**config.mk**
```make
export PLATFORM = sky130hd
export DESIGN_NAME = mrx_rx
export DESIGN_NICKNAME = d
export VERILOG_FILES = /design/src/rtl/mrx_pkg.sv /design/src/rtl/mrx_sync.sv /design/src/rtl/mrx_len_dec.sv /design/src/rtl/mrx_bitpos.sv /design/src/rtl/mrx_rx.sv
export SDC_FILE = /design/constraint.sdc
export NUM_CORES = 1
export LEC_CHECK = 0
export BUFFER_PORTS_ARGS = -buffer_cell sky130_fd_sc_hd__buf_2
export CORE_MARGIN = 4
export CORE_UTILIZATION = 30
export DETAILED_ROUTE_END_ITERATION = 8
export PLACE_DENSITY = 0.53
export SLEW_MARGIN = 20
export SYNTH_ARGS = -nofsm -noshare
export SYNTH_HDL_FRONTEND = slang
export SYNTH_SLANG_ARGS = --single-unit
```
**constraint.sdc**
```tcl
create_clock -name clk -period 4.9 [get_ports clk]
set_input_delay 1.225 -clock clk [delete_from_list [all_inputs] [get_ports clk]]
set_output_delay 1.225 -clock clk [all_outputs]
set_load 0.01 [all_outputs]
```
**src/rtl/mrx_pkg.sv**
```systemverilog
package mrx_pkg;

    typedef enum logic [2:0] {
        ST_IDLE,
        ST_START,
        ST_DATA,
        ST_STOP,
        ST_HOLD
    } mrx_state_e;

    // Map the 4-bit length select onto a data-bit count.
    function automatic int mrx_len_of(input logic [3:0] code);
        int n;
        if (code <= 4'd4)      n = 5 + int'(code);
        else if (code <= 4'd9) n = 8 + int'(code);
        else                   n = 17;
        return n;
    endfunction

endpackage

```
**src/rtl/mrx_sync.sv**
```systemverilog
module mrx_sync #(
    parameter int STAGES = 2
) (
    input  logic clk,
    input  logic rst_n,
    input  logic d_i,
    output logic q_o
);
    logic [STAGES-1:0] chain_q;

    always_ff @(posedge clk or negedge rst_n) begin
        if (!rst_n) chain_q <= '1;
        else        chain_q <= {chain_q[STAGES-2:0], d_i};
    end

    assign q_o = chain_q[STAGES-1];
endmodule

```
**src/rtl/mrx_len_dec.sv**
```systemverilog
module mrx_len_dec
    import mrx_pkg::*;
#(
    parameter int W     = 17,
    parameter int LEN_W = $clog2(W + 1)
) (
    input  logic [3:0]       code_i,
    output logic [LEN_W-1:0] len_o
);
    int raw;

    always_comb begin
        raw = mrx_len_of(code_i);
        if (raw > W) raw = W;
        len_o = LEN_W'(raw);
    end
endmodule

```
**src/rtl/mrx_bitpos.sv**
```systemverilog
module mrx_bitpos #(
    parameter int CNT_W = 5
) (
    input  logic [CNT_W-1:0] idx_i,
    input  logic [CNT_W-1:0] len_i,
    input  logic             msb_i,
    output logic [CNT_W-1:0] pos_o
);
    always_comb begin
        if (msb_i) pos_o = len_i - idx_i - CNT_W'(1);
        else       pos_o = idx_i;
    end
endmodule

```
**src/rtl/mrx_rx.sv**
```systemverilog
module mrx_rx
    import mrx_pkg::*;
#(
    parameter int W   = 17,
    parameter int OSR = 8
) (
    input  logic         clk,
    input  logic         rst_n,
    input  logic         samp_en,
    input  logic         line_i,
    input  logic [3:0]   len_code_i,
    input  logic         msb_first_i,
    input  logic         two_stop_i,
    output logic [W-1:0] word_o,
    output logic         valid_o,
    output logic         ferr_o
);
    localparam int PH_W  = $clog2(OSR);
    localparam int CNT_W = $clog2(W + 1);
    localparam logic [PH_W-1:0] PH_S1   = PH_W'(OSR / 4);
    localparam logic [PH_W-1:0] PH_MID  = PH_W'(OSR / 2);
    localparam logic [PH_W-1:0] PH_S2   = PH_W'((3 * OSR) / 4);
    localparam logic [PH_W-1:0] PH_LAST = PH_W'(OSR - 1);

    typedef struct packed {
        mrx_state_e       st;
        logic [PH_W-1:0]  ph;
        logic [PH_W-1:0]  idle;
        logic [CNT_W-1:0] cnt;
        logic [CNT_W-1:0] len;
        logic             msb;
        logic             two;
        logic             stop2;
        logic             h1;
        logic             prev;
        logic [W-1:0]     shreg;
        logic [W-1:0]     word;
        logic             vld;
        logic             ferr;
    } rx_reg_t;

    rx_reg_t q, n;

    logic             line_s;
    logic [CNT_W-1:0] len_w;
    logic [CNT_W-1:0] pos_w;
    logic [CNT_W-1:0] len_q;

    mrx_sync #(.STAGES(2)) u_sync (
        .clk   (clk),
        .rst_n (rst_n),
        .d_i   (line_i),
        .q_o   (line_s)
    );

    mrx_len_dec #(.W(W), .LEN_W(CNT_W)) u_len (
        .code_i (len_code_i),
        .len_o  (len_w)
    );

    mrx_bitpos #(.CNT_W(CNT_W)) u_pos (
        .idx_i (q.cnt),
        .len_i (q.len),
        .msb_i (q.msb),
        .pos_o (pos_w)
    );

    assign len_q = q.len;

    always_comb begin
        logic bad;
        n      = q;
        n.vld  = 1'b0;
        n.ferr = 1'b0;
        bad    = 1'b0;
        if (samp_en) begin
            n.prev = line_s;
            n.ph   = (q.ph == PH_LAST) ? '0 : q.ph + PH_W'(1);
            unique case (q.st)
                ST_IDLE: begin
                    n.ph = '0;
                    if (q.prev && !line_s) begin
                        n.st    = ST_START;
                        n.ph    = PH_W'(1);
                        n.len   = len_w;
                        n.msb   = msb_first_i;
                        n.two   = two_stop_i;
                        n.cnt   = '0;
                        n.shreg = '0;
                    end
                end
                ST_START, ST_DATA: begin
                    // center transition: treat this strobe as the midpoint
                    if (q.ph >= PH_MID - PH_W'(1) && q.ph <= PH_MID + PH_W'(1)
                        && line_s != q.prev)
                        n.ph = PH_MID + PH_W'(1);
                    if (q.ph == PH_S1) n.h1 = line_s;
                    if (q.ph == PH_S2) begin
                        if (q.st == ST_START) bad = !(!q.h1 && line_s);
                        else                  bad = (q.h1 == line_s);
                        if (!bad && q.st == ST_DATA) n.shreg[pos_w] = line_s;
                    end
                    if (q.ph == PH_LAST) begin
                        if (q.st == ST_START) begin
                            n.st  = ST_DATA;
                            n.cnt = '0;
                        end else if (q.cnt == q.len - CNT_W'(1)) begin
                            n.st    = ST_STOP;
                            n.stop2 = 1'b0;
                        end else begin
                            n.cnt = q.cnt + CNT_W'(1);
                        end
                    end
                end
                ST_STOP: begin
                    if (q.ph == PH_MID) begin
                        if (!line_s) begin
                            bad = 1'b1;
                        end else if (q.two && !q.stop2) begin
                            n.stop2 = 1'b1;
                        end else begin
                            n.vld  = 1'b1;
                            n.word = q.shreg;
                            n.st   = ST_IDLE;
                        end
                    end
                end
                ST_HOLD: begin
                    if (!line_s) begin
                        n.idle = '0;
                    end else if (q.idle == PH_LAST) begin
                        n.idle = '0;
                        n.st   = ST_IDLE;
                    end else begin
                        n.idle = q.idle + PH_W'(1);
                    end
                end
                default: n.st = ST_IDLE;
            endcase
            if (bad) begin
                n.ferr = 1'b1;
                n.st   = ST_HOLD;
                n.idle = '0;
            end
        end
    end

    always_ff @(posedge clk or negedge rst_n) begin
        if (!rst_n) begin
            q      <= '0;
            q.st   <= ST_IDLE;
            q.prev <= 1'b1;
        end else begin
            q <= n;
        end
    end

    assign word_o  = q.word;
    assign valid_o = q.vld;
    assign ferr_o  = q.ferr;
endmodule

```
==> results_dict.tcl, run 1 <==
set metrics [dict create \
    max_slew_margin 0.3412 \
    holdBufCountCts 0 \
    fp-row-count 40 \
    finalCritPeriodShare 0.6058 \
    synth_enable_flop_cells 0 \
    setup_clock_skew_after_layout_ns 0.006305 \
    asyncSetResetFlopFracSynth 1.000 \
    synthCells 358 \
    core_um2 11960 \
    crit_chain "inv_1, ha_1, inv_1, fa_1, nand2b_1, a21oi_1, xnor2_2, a31oi_1, or2_2, o21ai_0" \
    final_cells 522 \
    outcome "finished, final reports clean" \
    grt_pass1_vias 2724 \
    yosysTopAreaCellShare 0.4048 \
    layout-drive-gt1-share 0.2267 \
    hold_class "flop to flop" \
    max-cap-violations 0 \
    drtIter0Drc 194 \
    worst-path-max-fanout 13 \
    route.detailed.drc 0 \
    cts_max_level 3 \
    setup_violations 0 \
    drt-pass1-iter-count 4 \
    synthesis.area_per_instance_um2 10.19 \
    grt.met1_usage 0.1600 \
    critPathSlowestCell "sky130_fd_sc_hd__a31oi_1" \
    die-height_um 118.3 \
    powerDensity_nw_per_um2 448.5 \
    intPower_mw 1.183 \
    switching_power_uw 659.1 \
    cts.sinks 62 \
    tightest_slew_ns 0.9836 \
    root_buffer "sky130_fd_sc_hd__clkbuf_16" \
    diode_count 0 \
    finalMaxSlewViolations 0 \
    clockBufferDepth 2 \
    most_repeated_library_cell_on_the_critical_path "sky130_fd_sc_hd__inv_1" \
    final-hold-violation-count 0 \
    global_route.usage.met3 0.03206 \
    antenna_left 0 \
    arrival_ns 3.16 \
    dominantRegCellSynth "sky130_fd_sc_hd__dfrtp_1" \
    power.share.switching 0.3579 \
    grt_use_total 0.1184 \
    start_util 0.3049 \
    antenna_found_initial 0 \
    layout-area-overhead-vs-synth_pct 12.59 \
    fp.dieArea_um2 13990 \
    synthesis.nets 389 \
    cellLeakagePower_nw 1.861 \
    wl_per_cell_um 14.68 \
    ios 29 \
    grt_start_max_net_pins 39 \
    grt_setup_unrepaired "no" \
    avgViaCountPerCell 4.989 \
    ys_top_cells_by_count "59 x sky130_fd_sc_hd__dfrtp_1, 30 x sky130_fd_sc_hd__o21ai_0, 24 x sky130_fd_sc_hd__nand2_1, 22 x sky130_fd_sc_hd__inv_1, 22 x sky130_fd_sc_hd__mux2_2" \
    share_clk_of_total_power 0.355 \
    portBuffers 28 \
    layout_min_cycle_time_ns 2.968 \
    yosys-top-cells-area "sky130_fd_sc_hd__dfrtp_1 40%, sky130_fd_sc_hd__ha_1 6.9%, sky130_fd_sc_hd__mux2_2 6.8%, sky130_fd_sc_hd__o21ai_0 4.1%, sky130_fd_sc_hd__buf_4 3.5%" \
    cts_tree "yes" \
    first_pass_grt_wire_length_mm 13.60 \
    post_cts.repair.setup_buffers 0 \
    tritoncts.num_buffers 9 \
    yosysTopAreaCell "sky130_fd_sc_hd__dfrtp_1" \
    synth_area_um2 3647 \
    synth_seq_area_share 0.4264 \
    fp.dieW_um 118.3 \
    yosys_register_bits 62 \
    synth.distinct_cells 54 \
    nNetsFinal 401 \
    cp-start-kind "flop" \
    clkLatencyLatePin_ns 0.33 \
    routed_wl_mm 7.662 \
    crit_required_ns 5.09 \
    finalWeightedCongestion 0.8793 \
    grt_overflow_total 0 \
    timing.critical_path.to_type "flop" \
    via_count 2604 \
    timing_worst_setup_path_type "flop to flop" \
    combinationalPowerShare 0.292 \
    grt.met2_usage 0.1779 \
    worst_stage_delay_on_the_critical_path_ns 0.81 \
    ys.warnings.count 0 \
    max_freq_mhz 336.9 \
    busiest_layer "met2" \
    ctsResizeCount 0 \
    setup-tns-final_ns 0 \
    cts.reportedPaths.clkPinSlew_ns 0.06 \
    vdd_drop_max_v 0.0001490 \
    r2r_slack_ns 1.93 \
    power_frac_seq 0.353 \
    yosysMostFrequentCell "sky130_fd_sc_hd__dfrtp_1" \
    dp_cells 505 \
    detailedPlacementHpwl_mm 5.480 \
]
-- registers in the layout, indices dropped and copies added, names as in the netlist --
signal and cells:
u_sync.chain_q 2, valid_o 1, word_o 17, ferr_o 1
q 36, len_q 5
-- per-layer routing --
metal / wire length [um] / part of all wire
met1: 3840 / 0.50
met2: 3398 / 0.44
met3: 281 / 0.037
met4: 142 / 0.019
met5: 0 / 0
-- power groups by stage --
stage	sequential (mW)	clock [mW]	combinational, mW
3_5_place_dp	0.658	0	0.535
6_report	0.650	0.654	0.539
5_1_grt	0.660	0.702	0.618
3_3_place_gp	0.654	0	0.525
4_1_cts	0.649	0.674	0.542
2_1_floorplan	0.624	0	0.439
-- cell type report --
| class | count | area, um^2 |
|---|---|---|
| clock inverters | 7 | 80.08 |
| repair buffers | 30 | 158.9 |
| clock buffers | 9 | 225.2 |
| fillers | 1198 | 7855 |
| flip-flops and latches | 62 | 1555 |
| multi-input cells | 245 | 1821 |
| inverters | 22 | 82.58 |
| well taps | 147 | 183.9 |
-- worst paths after layout --
path,start,to,depth (start not counted)
worst max-delay path,q[46]$_DFFE_PN0P_,q[25]$_DFFE_PN0P_,10
worst min-delay path,u_sync.chain_q[0]$_DFF_PN1_,u_sync.chain_q[1]$_DFF_PN1_,0
worst max register to register,q[46]$_DFFE_PN0P_,q[25]$_DFFE_PN0P_,10
worst min register to register,u_sync.chain_q[0]$_DFF_PN1_,u_sync.chain_q[1]$_DFF_PN1_,0
max in group asynchronous,rst_n,q[36]$_DFFE_PN1P_,2
min in group asynchronous,rst_n,q[51]$_DFFE_PN0P_,1
-- through the flow --
stage               utilization  cell area [um^2]  power (mW)  setup WS, ns  hold slack, ns
floorplan                     -              3647       1.063         2.513          0.3452
global placement         0.3168              3790       1.180         1.851          0.3453
detailed placement       0.3168              3790       1.193         1.803          0.3472
CTS                      0.3424              4095       1.865         1.917          0.3561
global route             0.3433              4106       1.981         1.660          0.3581
finish                   0.3433              4106       1.842         1.932          0.3552
-- cells in the final DEF, fill, tap and decap left out, drive strengths merged, types with 5 or more instances in the layout --
cell type / instances
a21oi: 7
buf: 30
clkbuf: 9
dfrtp: 59
ha: 20
inv: 25
mux2: 22
mux2i: 9
nand2: 24
nand2b: 7
nand3: 6
nor2: 19
nor2b: 5
nor3: 10
o211ai: 5
o21ai: 30
o22ai: 5
o311ai: 13
o31ai: 5
or2: 7
xnor2: 7
-- critical path, delay by kind of cell, from the launching register on --
kind | cells | cell delay [ns]
AND/OR/NAND/NOR | 2 | 0.40
adder cells (fa/ha/maj) | 2 | 0.58
flip-flops | 1 | 0.41
buffers and inverters | 2 | 0.21
XOR/XNOR | 1 | 0.11
AO/OA/AOI/OAI | 3 | 1.10
-- cells by family after synthesis --
| logic type | after synthesis | share of synthesized area |
|---|---|---|
| muxes | 31 | 0.09263 |
| DFF | 62 | 0.4264 |
| xor gates and xnor gates | 9 | 0.02573 |
| buffers and inverters | 51 | 0.07444 |
| AOI/OAI and AO/OA | 88 | 0.1674 |
| adders and majority gates | 21 | 0.07410 |
| and+or+nand+nor | 96 | 0.1393 |
(Power assumes the default switching activity.)
==> run 2, diff against run 1 <==
- ABC_AREA: default -> 1
- clock period: 4.9 -> 3.01 ns (I/O delays scaled with it)
==> run 2 against run 1 <==
Against the previous run:
- die area is 3.3% higher
- core utilization grew 0.99 points
- sequential cell count unchanged
- clock skew up 0.0022 ns
- synthesized cell count is 41% higher
- global-route usage barely moved
- cell area up 4.6%
- power increased by 100%
- clock power increased by 62%
- worst setup slack lost 1.4 ns
- worst hold slack improved by 0.0015 ns
==> results_dict.tcl, run 2 <==
set metrics [dict create \
    final-hold-violation-count 0 \
    final_critical_path_setup_slack_ns 0.5539 \
    intPower_mw 2.149 \
    share_clk_of_total_power 0.282 \
    rr_startpoint "q[46]$_DFFE_PN0P_" \
    crit_required_ns 3.29 \
    layout-area-overhead-vs-synth_pct 13.71 \
    critPathSlowestCell "sky130_fd_sc_hd__dfrtp_1" \
    ctsResizeCount 0 \
    critPathTopFamily "simple AND/OR/NAND/NOR gates" \
    start_util 0.3106 \
    grt_pass1_vias 2910 \
    synth.distinct_cells 38 \
    yosysTopAreaCell "sky130_fd_sc_hd__dfrtp_1" \
    most_repeated_library_cell_on_the_critical_path "sky130_fd_sc_hd__nand2_1" \
    yosysTopAreaCellShare 0.3909 \
    timing.critical_path.to_type "flop" \
    grt_use_total 0.1188 \
    grt_start_max_net_pins 38 \
    drtIter0Drc 165 \
    cellLeakagePower_nw 2.265 \
    largest_register "q" \
    cts_tree "yes" \
    combinationalPowerShare 0.423 \
    tightest_slew_ns 0.6459 \
    cp_num_buf_inv 3 \
    clockBufferDepth 2 \
    cts.reportedPaths.clkPinSlew_ns 0.06 \
    portBuffers 28 \
    yosys-top-cells-area "sky130_fd_sc_hd__dfrtp_1 39%, sky130_fd_sc_hd__nand2_1 19%, sky130_fd_sc_hd__ha_1 6.6%, sky130_fd_sc_hd__inv_1 4.5%, sky130_fd_sc_hd__nand3_1 3.8%" \
    worst-path-max-fanout 17 \
    ys.warnings.count 0 \
    switching_power_mw 1.604 \
    fp.dieArea_um2 14450 \
    hold_class "flop to flop" \
    dominantRegCellSynth "sky130_fd_sc_hd__dfrtp_1" \
    vdd_drop_max_v 0.0002760 \
    setup_violations 0 \
    post-route-util 0.3532 \
    detailedPlacementHpwl_mm 5.861 \
    max_slew_margin 0.5694 \
    setup-tns-final_ns 0 \
    worst_stage_delay_on_the_critical_path_ns 0.40 \
    finalMaxSlewViolations 0 \
    timing.rr.end "q[23]$_DFFE_PN0P_" \
    synthesis.nets 535 \
    yosysMostFrequentCell "sky130_fd_sc_hd__nand2_1" \
    largest_register_ffs 36 \
    root_buffer "sky130_fd_sc_hd__clkbuf_16" \
    clkLatencyLatePin_ns 0.34 \
    route.detailed.drc 0 \
    setup.worst_path.end "q[23]$_DFFE_PN0P_" \
    power.share.switching 0.4273 \
    synth_area_um2 3777 \
    ys_top_cells_by_count "194 x sky130_fd_sc_hd__nand2_1, 59 x sky130_fd_sc_hd__dfrtp_1, 45 x sky130_fd_sc_hd__inv_1, 29 x sky130_fd_sc_hd__nand3_1, 28 x sky130_fd_sc_hd__o21ai_0" \
    layout.cells.most_common_list "194 x sky130_fd_sc_hd__nand2_1, 59 x sky130_fd_sc_hd__dfrtp_1, 45 x sky130_fd_sc_hd__inv_1" \
    wl_per_cell_um 11.49 \
    p_total_mw 3.752 \
    final_cells 693 \
    power_frac_seq 0.294 \
    timing_worst_setup_path_type "flop to flop" \
    timing.reg2reg.worst_path_depth 14 \
    finalWeightedCongestion 0.8665 \
    antenna_found_initial 0 \
    setup_clock_skew_after_layout_ns 0.008516 \
    grt_overflow_total 0 \
    worstSetupStartpoint "q[46]$_DFFE_PN0P_" \
    r2r_slack_ns 0.55 \
    grt_setup_unrepaired "no" \
    synth_seq_area_share 0.4117 \
    max-cap-violations 0 \
    holdBufCountCts 0 \
    dp_cells 677 \
    cts.sinks 62 \
    dpl-instance-area_um2 3988 \
    pre_cts_slack_ns 0.5593 \
    drt-pass1-iter-count 4 \
    fp-row-count 40 \
    cp-start-kind "flop" \
    post_cts.repair.setup_buffers 0 \
    finalCritPeriodShare 0.8160 \
    nNetsFinal 551 \
    fp.dieW_um 120.2 \
    yosys_register_bits 62 \
    via_count 3120 \
    layout_min_cycle_time_ns 2.456 \
    antenna_left 0 \
    tritoncts.num_buffers 9 \
    asyncSetResetFlopFracSynth 1.000 \
    arrival_ns 2.74 \
    routed_wl_mm 7.966 \
    outcome "finished, final reports clean" \
    synthCells 504 \
    powerDensity_nw_per_um2 873.6 \
    core_um2 12160 \
    layout-drive-gt1-share 0.1295 \
    cts_max_level 3 \
    ios 29 \
    first_pass_grt_wire_length_mm 14.06 \
    path_depth 14 \
    diode_count 0 \
    most_common_cell_after_layout_fill_and_taps_aside "sky130_fd_sc_hd__nand2_1" \
    final_design_instance_area_without_fill_um2 4295 \
    crit_chain "inv_1, ha_1, inv_1, fa_1, inv_1, nand3_1, nand2_1, nand2_1, nand2_1, nand2_1, nand2_1, nand4_1, or2_1, nand2_1" \
    max_freq_mhz 407.2 \
    synthesis.area_per_instance_um2 7.495 \
    whs_ns 0.3567 \
    die-height_um 120.2 \
    avgViaCountPerCell 4.502 \
    synth_enable_flop_cells 0 \
]
## run 2: changes by cell type after synthesis, sizes merged, moves of 7 or more
cell / change
nand2b: -7
mux2i: -8
o311ai: -13
nand2: +173
nand3: +25
inv: +30
nor3: -8
nand4: +16
or2: +7
mux2: -22
## run 2: area by class of cell
type,count,area (um^2)
Clock buffer,10,239.0
Fill cell,1280,7866
Tap cell,168,210.2
Timing Repair Buffer,31,175.2
Multi-Input combinational cell,363,1847
Clock inverter,6,68.82
Inverter,53,200.2
Sequential cell,62,1555
## run 2: cells by family after synthesis
| kind of cell | after synthesis | share of synthesized area |
|---|---|---|
| AOI/OAI and AO/OA | 48 | 0.06757 |
| xor gates and xnor gates | 4 | 0.009276 |
| adders and majority gates | 21 | 0.07155 |
| buffers and inverters | 79 | 0.09937 |
| DFF | 62 | 0.4117 |
| muxes | 1 | 0.002650 |
| and+or+nand+nor | 289 | 0.3379 |
## run 2: how the worst min path moves through the flow
stage | to | startpoint | slack (ns) | cells past startpoint
finish | u_sync.chain_q[1]$_DFF_PN1_ | u_sync.chain_q[0]$_DFF_PN1_ | 0.36 | 0
global route | u_sync.chain_q[1]$_DFF_PN1_ | u_sync.chain_q[0]$_DFF_PN1_ | 0.36 | 0
CTS | u_sync.chain_q[1]$_DFF_PN1_ | u_sync.chain_q[0]$_DFF_PN1_ | 0.36 | 0
detailed placement | u_sync.chain_q[1]$_DFF_PN1_ | u_sync.chain_q[0]$_DFF_PN1_ | 0.35 | 0
global placement | u_sync.chain_q[1]$_DFF_PN1_ | u_sync.chain_q[0]$_DFF_PN1_ | 0.35 | 0
floorplan | u_sync.chain_q[1]$_DFF_PN1_ | u_sync.chain_q[0]$_DFF_PN1_ | 0.35 | 0
## run 2: power by group through the flow
| stage | clock (mW) | combinational (mW) | sequential [mW] |
|---|---|---|---|
| after global placement | 0 | 1.57 | 1.12 |
| final | 1.06 | 1.59 | 1.10 |
| after global routing | 1.14 | 1.86 | 1.13 |
| after CTS | 1.09 | 1.60 | 1.11 |
| after floorplan | 0 | 1.28 | 1.08 |
| after detailed placement | 0 | 1.59 | 1.12 |
## run 2: routing by layer
metal / GRT usage / vias up / wire, um
met1: 0.1585 / 1428 / 3902
met5: 0 / - / 0
met3: 0.03368 / 13 / 368
met4: 0.04887 / 0 / 147
li1: - / 1625 / -
met2: 0.1812 / 54 / 3548
==> run 3, diff against run 2 <==
- clock period: 3.01 -> 2.6 ns (I/O delays scaled with it)
==> run 3 against run 2 <==
Against the previous run:
- routed wire length is 0.85% lower
- worst hold slack lost 0.023 ns
- power increased by 20%
- worst setup slack worse by 0.25 ns
- sequential power is 16% higher
- maximum frequency increased by 6.8%
- register-to-register slack worse by 0.25 ns
- core utilization up 0.21 points
- largest power group unchanged
==> results_dict.tcl, run 3 (synthesis results as in run 2) <==
set metrics [dict create \
    finalMaxSlewViolations 0 \
    fp.dieW_um 120.2 \
    rr_startpoint "q[46]$_DFFE_PN0P_" \
    largest_register "q" \
    grt.met1_usage 0.1567 \
    cts_max_level 3 \
    timing.rr.end "q[22]$_DFFE_PN0P_" \
    fp.dieArea_um2 14450 \
    hold_class "input pin to async pin" \
    wl_per_cell_um 11.43 \
    drt-pass1-iter-count 4 \
    timing_worst_setup_path_type "flop to flop" \
    finalWeightedCongestion 0.8630 \
    routed_wl_mm 7.898 \
    grt_setup_unrepaired "no" \
    global_route.usage.met3 0.03601 \
    timing.critical_path.to_type "flop" \
    filler_cell_count 1330 \
    tightest_slew_ns 0.7558 \
    detailedPlacementHpwl_mm 5.884 \
    setup_violations 0 \
    cts.sinks 62 \
    diode_count 0 \
    most_repeated_library_cell_on_the_critical_path "sky130_fd_sc_hd__nand2_1" \
    grt.met2_usage 0.1855 \
    ios 29 \
    layout_min_cycle_time_ns 2.301 \
    setup-tns-final_ns 0 \
    cp-start-kind "flop" \
    timing.reg2reg.worst_path_depth 14 \
    route.detailed.drc 0 \
    fp-row-count 40 \
    tritoncts.num_buffers 9 \
    layout.cells.most_common_list "193 x sky130_fd_sc_hd__nand2_1, 59 x sky130_fd_sc_hd__dfrtp_1, 45 x sky130_fd_sc_hd__inv_1" \
    final-hold-violation-count 0 \
    cts_tree "yes" \
    portBuffers 28 \
    root_buffer "sky130_fd_sc_hd__clkbuf_16" \
    worst-path-max-fanout 17 \
    largest_register_ffs 36 \
    grt_start_max_net_pins 39 \
    worst_stage_delay_on_the_critical_path_ns 0.39 \
    layout-drive-gt1-share 0.1262 \
    start_util 0.3106 \
    max_slew_margin 0.4943 \
    grt_use_total 0.1184 \
    cp_num_buf_inv 3 \
    first_pass_grt_wire_length_mm 14.05 \
    grt_pass1_vias 2986 \
    whs_ns 0.3339 \
    layout-area-overhead-vs-synth_pct 14.38 \
    arrival_ns 2.57 \
    outcome "finished, final reports clean" \
    critPathTopFamily "simple AND/OR/NAND/NOR gates" \
    r2r_slack_ns 0.30 \
    cts.reportedPaths.clkPinSlew_ns 0.05 \
    cellLeakagePower_nw 2.275 \
    die-height_um 120.2 \
    critPathSlowestCell "sky130_fd_sc_hd__dfrtp_1" \
    grt_overflow_total 0 \
    antenna_found_initial 0 \
    busiest_layer "met2" \
    nNetsFinal 550 \
    finalCritPeriodShare 0.8849 \
    clockBufferDepth 2 \
    most_common_cell_after_layout_fill_and_taps_aside "sky130_fd_sc_hd__nand2_1" \
    vdd_drop_max_v 0.0004683 \
    drtIter0Drc 166 \
    core_um2 12160 \
    antenna_left 0 \
    powerDensity_nw_per_um2 1039 \
    avgViaCountPerCell 4.479 \
    crit_required_ns 2.87 \
    max_freq_mhz 434.7 \
    crit_chain "inv_1, ha_1, inv_1, fa_1, inv_1, nand3_1, nand2_1, nand2_1, nand2_1, nand2_1, nand2_2, nand4_1, or2_1, nand2_1" \
    setup_clock_skew_after_layout_ns 0.007243 \
    clkLatencyLatePin_ns 0.33 \
    max-cap-violations 0 \
    via_count 3095 \
]
[run 3: changes by cell type in the layout (fill, tap and decap cells not counted)]
cell,before,now
sky130_fd_sc_hd__nand2_1,194,193
sky130_fd_sc_hd__clkinvlp_4,1,0
sky130_fd_sc_hd__inv_6,2,0
sky130_fd_sc_hd__clkinv_4,1,0
sky130_fd_sc_hd__nand2_2,1,2
sky130_fd_sc_hd__bufinv_16,1,3
sky130_fd_sc_hd__clkbuf_1,0,1
sky130_fd_sc_hd__buf_4,2,1
[run 3: worst max-delay path by stage]
stage	startpoint	cells past startpoint	slack [ns]	end
6_report	q[46]$_DFFE_PN0P_	14	0.30	q[22]$_DFFE_PN0P_
5_1_grt	q[46]$_DFFE_PN0P_	12	0.01	q[22]$_DFFE_PN0P_
4_1_cts	q[46]$_DFFE_PN0P_	14	0.12	q[22]$_DFFE_PN0P_
3_5_place_dp	q[46]$_DFFE_PN0P_	14	0.14	q[22]$_DFFE_PN0P_
3_3_place_gp	q[46]$_DFFE_PN0P_	14	0.20	q[24]$_DFFE_PN0P_
2_1_floorplan	q[46]$_DFFE_PN0P_	15	0.43	q[32]$_DFFE_PN0P_
[run 3: routing by layer]
| layer | vias up | routed length (um) |
|---|---|---|
| met3 | 10 | 365 |
| met2 | 52 | 3534 |
| met4 | 0 | 118 |
| li1 | 1622 | - |
| met5 | - | 0 |
| met1 | 1411 | 3880 |
[run 3: stage by stage]
stage	util	instances	total power [mW]	cell area (um^2)	worst slack, ns
after floorplan	-	504	2.735	3777	0.4261
after global placement	0.3273	676	3.101	3980	0.2046
after detailed placement	0.3273	676	3.141	3980	0.1427
after CTS	0.3550	691	4.535	4318	0.1219
after global routing	0.3552	691	4.913	4320	0.01401
final	0.3552	691	4.488	4320	0.2993
[run 3: timing repair]
| item | CTS | global route |
|---|---|---|
| setup buffers | 0 | 0 |
| hold endpoints to repair | 0 | 0 |
| resized for setup | 0 | 1 |
| endpoints found under the setup margin | 0 | 17 |
| hold buffers | 0 | 0 |
[run 3: area by class of cell]
| type | count | area [um^2] | share of cell area |
|---|---|---|---|
| multi-input cells | 363 | 1849 | 0.4280 |
| flip-flops and latches | 62 | 1555 | 0.3600 |
| clock buffers | 11 | 242.7 | 0.05618 |
| well taps | 168 | 210.2 | 0.04865 |
| inverters | 53 | 200.2 | 0.04634 |
| repair buffers | 30 | 167.7 | 0.03881 |
| clock inverters | 4 | 95.09 | 0.02201 |
[run 3: power by group]
group | internal [mW] | switching (mW) | leakage [nW] | total (mW)
clock | 0.954 | 0.408 | 0.166 | 1.36
sequential | 1.13 | 0.147 | 0.839 | 1.28
combinational | 0.589 | 1.26 | 1.27 | 1.85
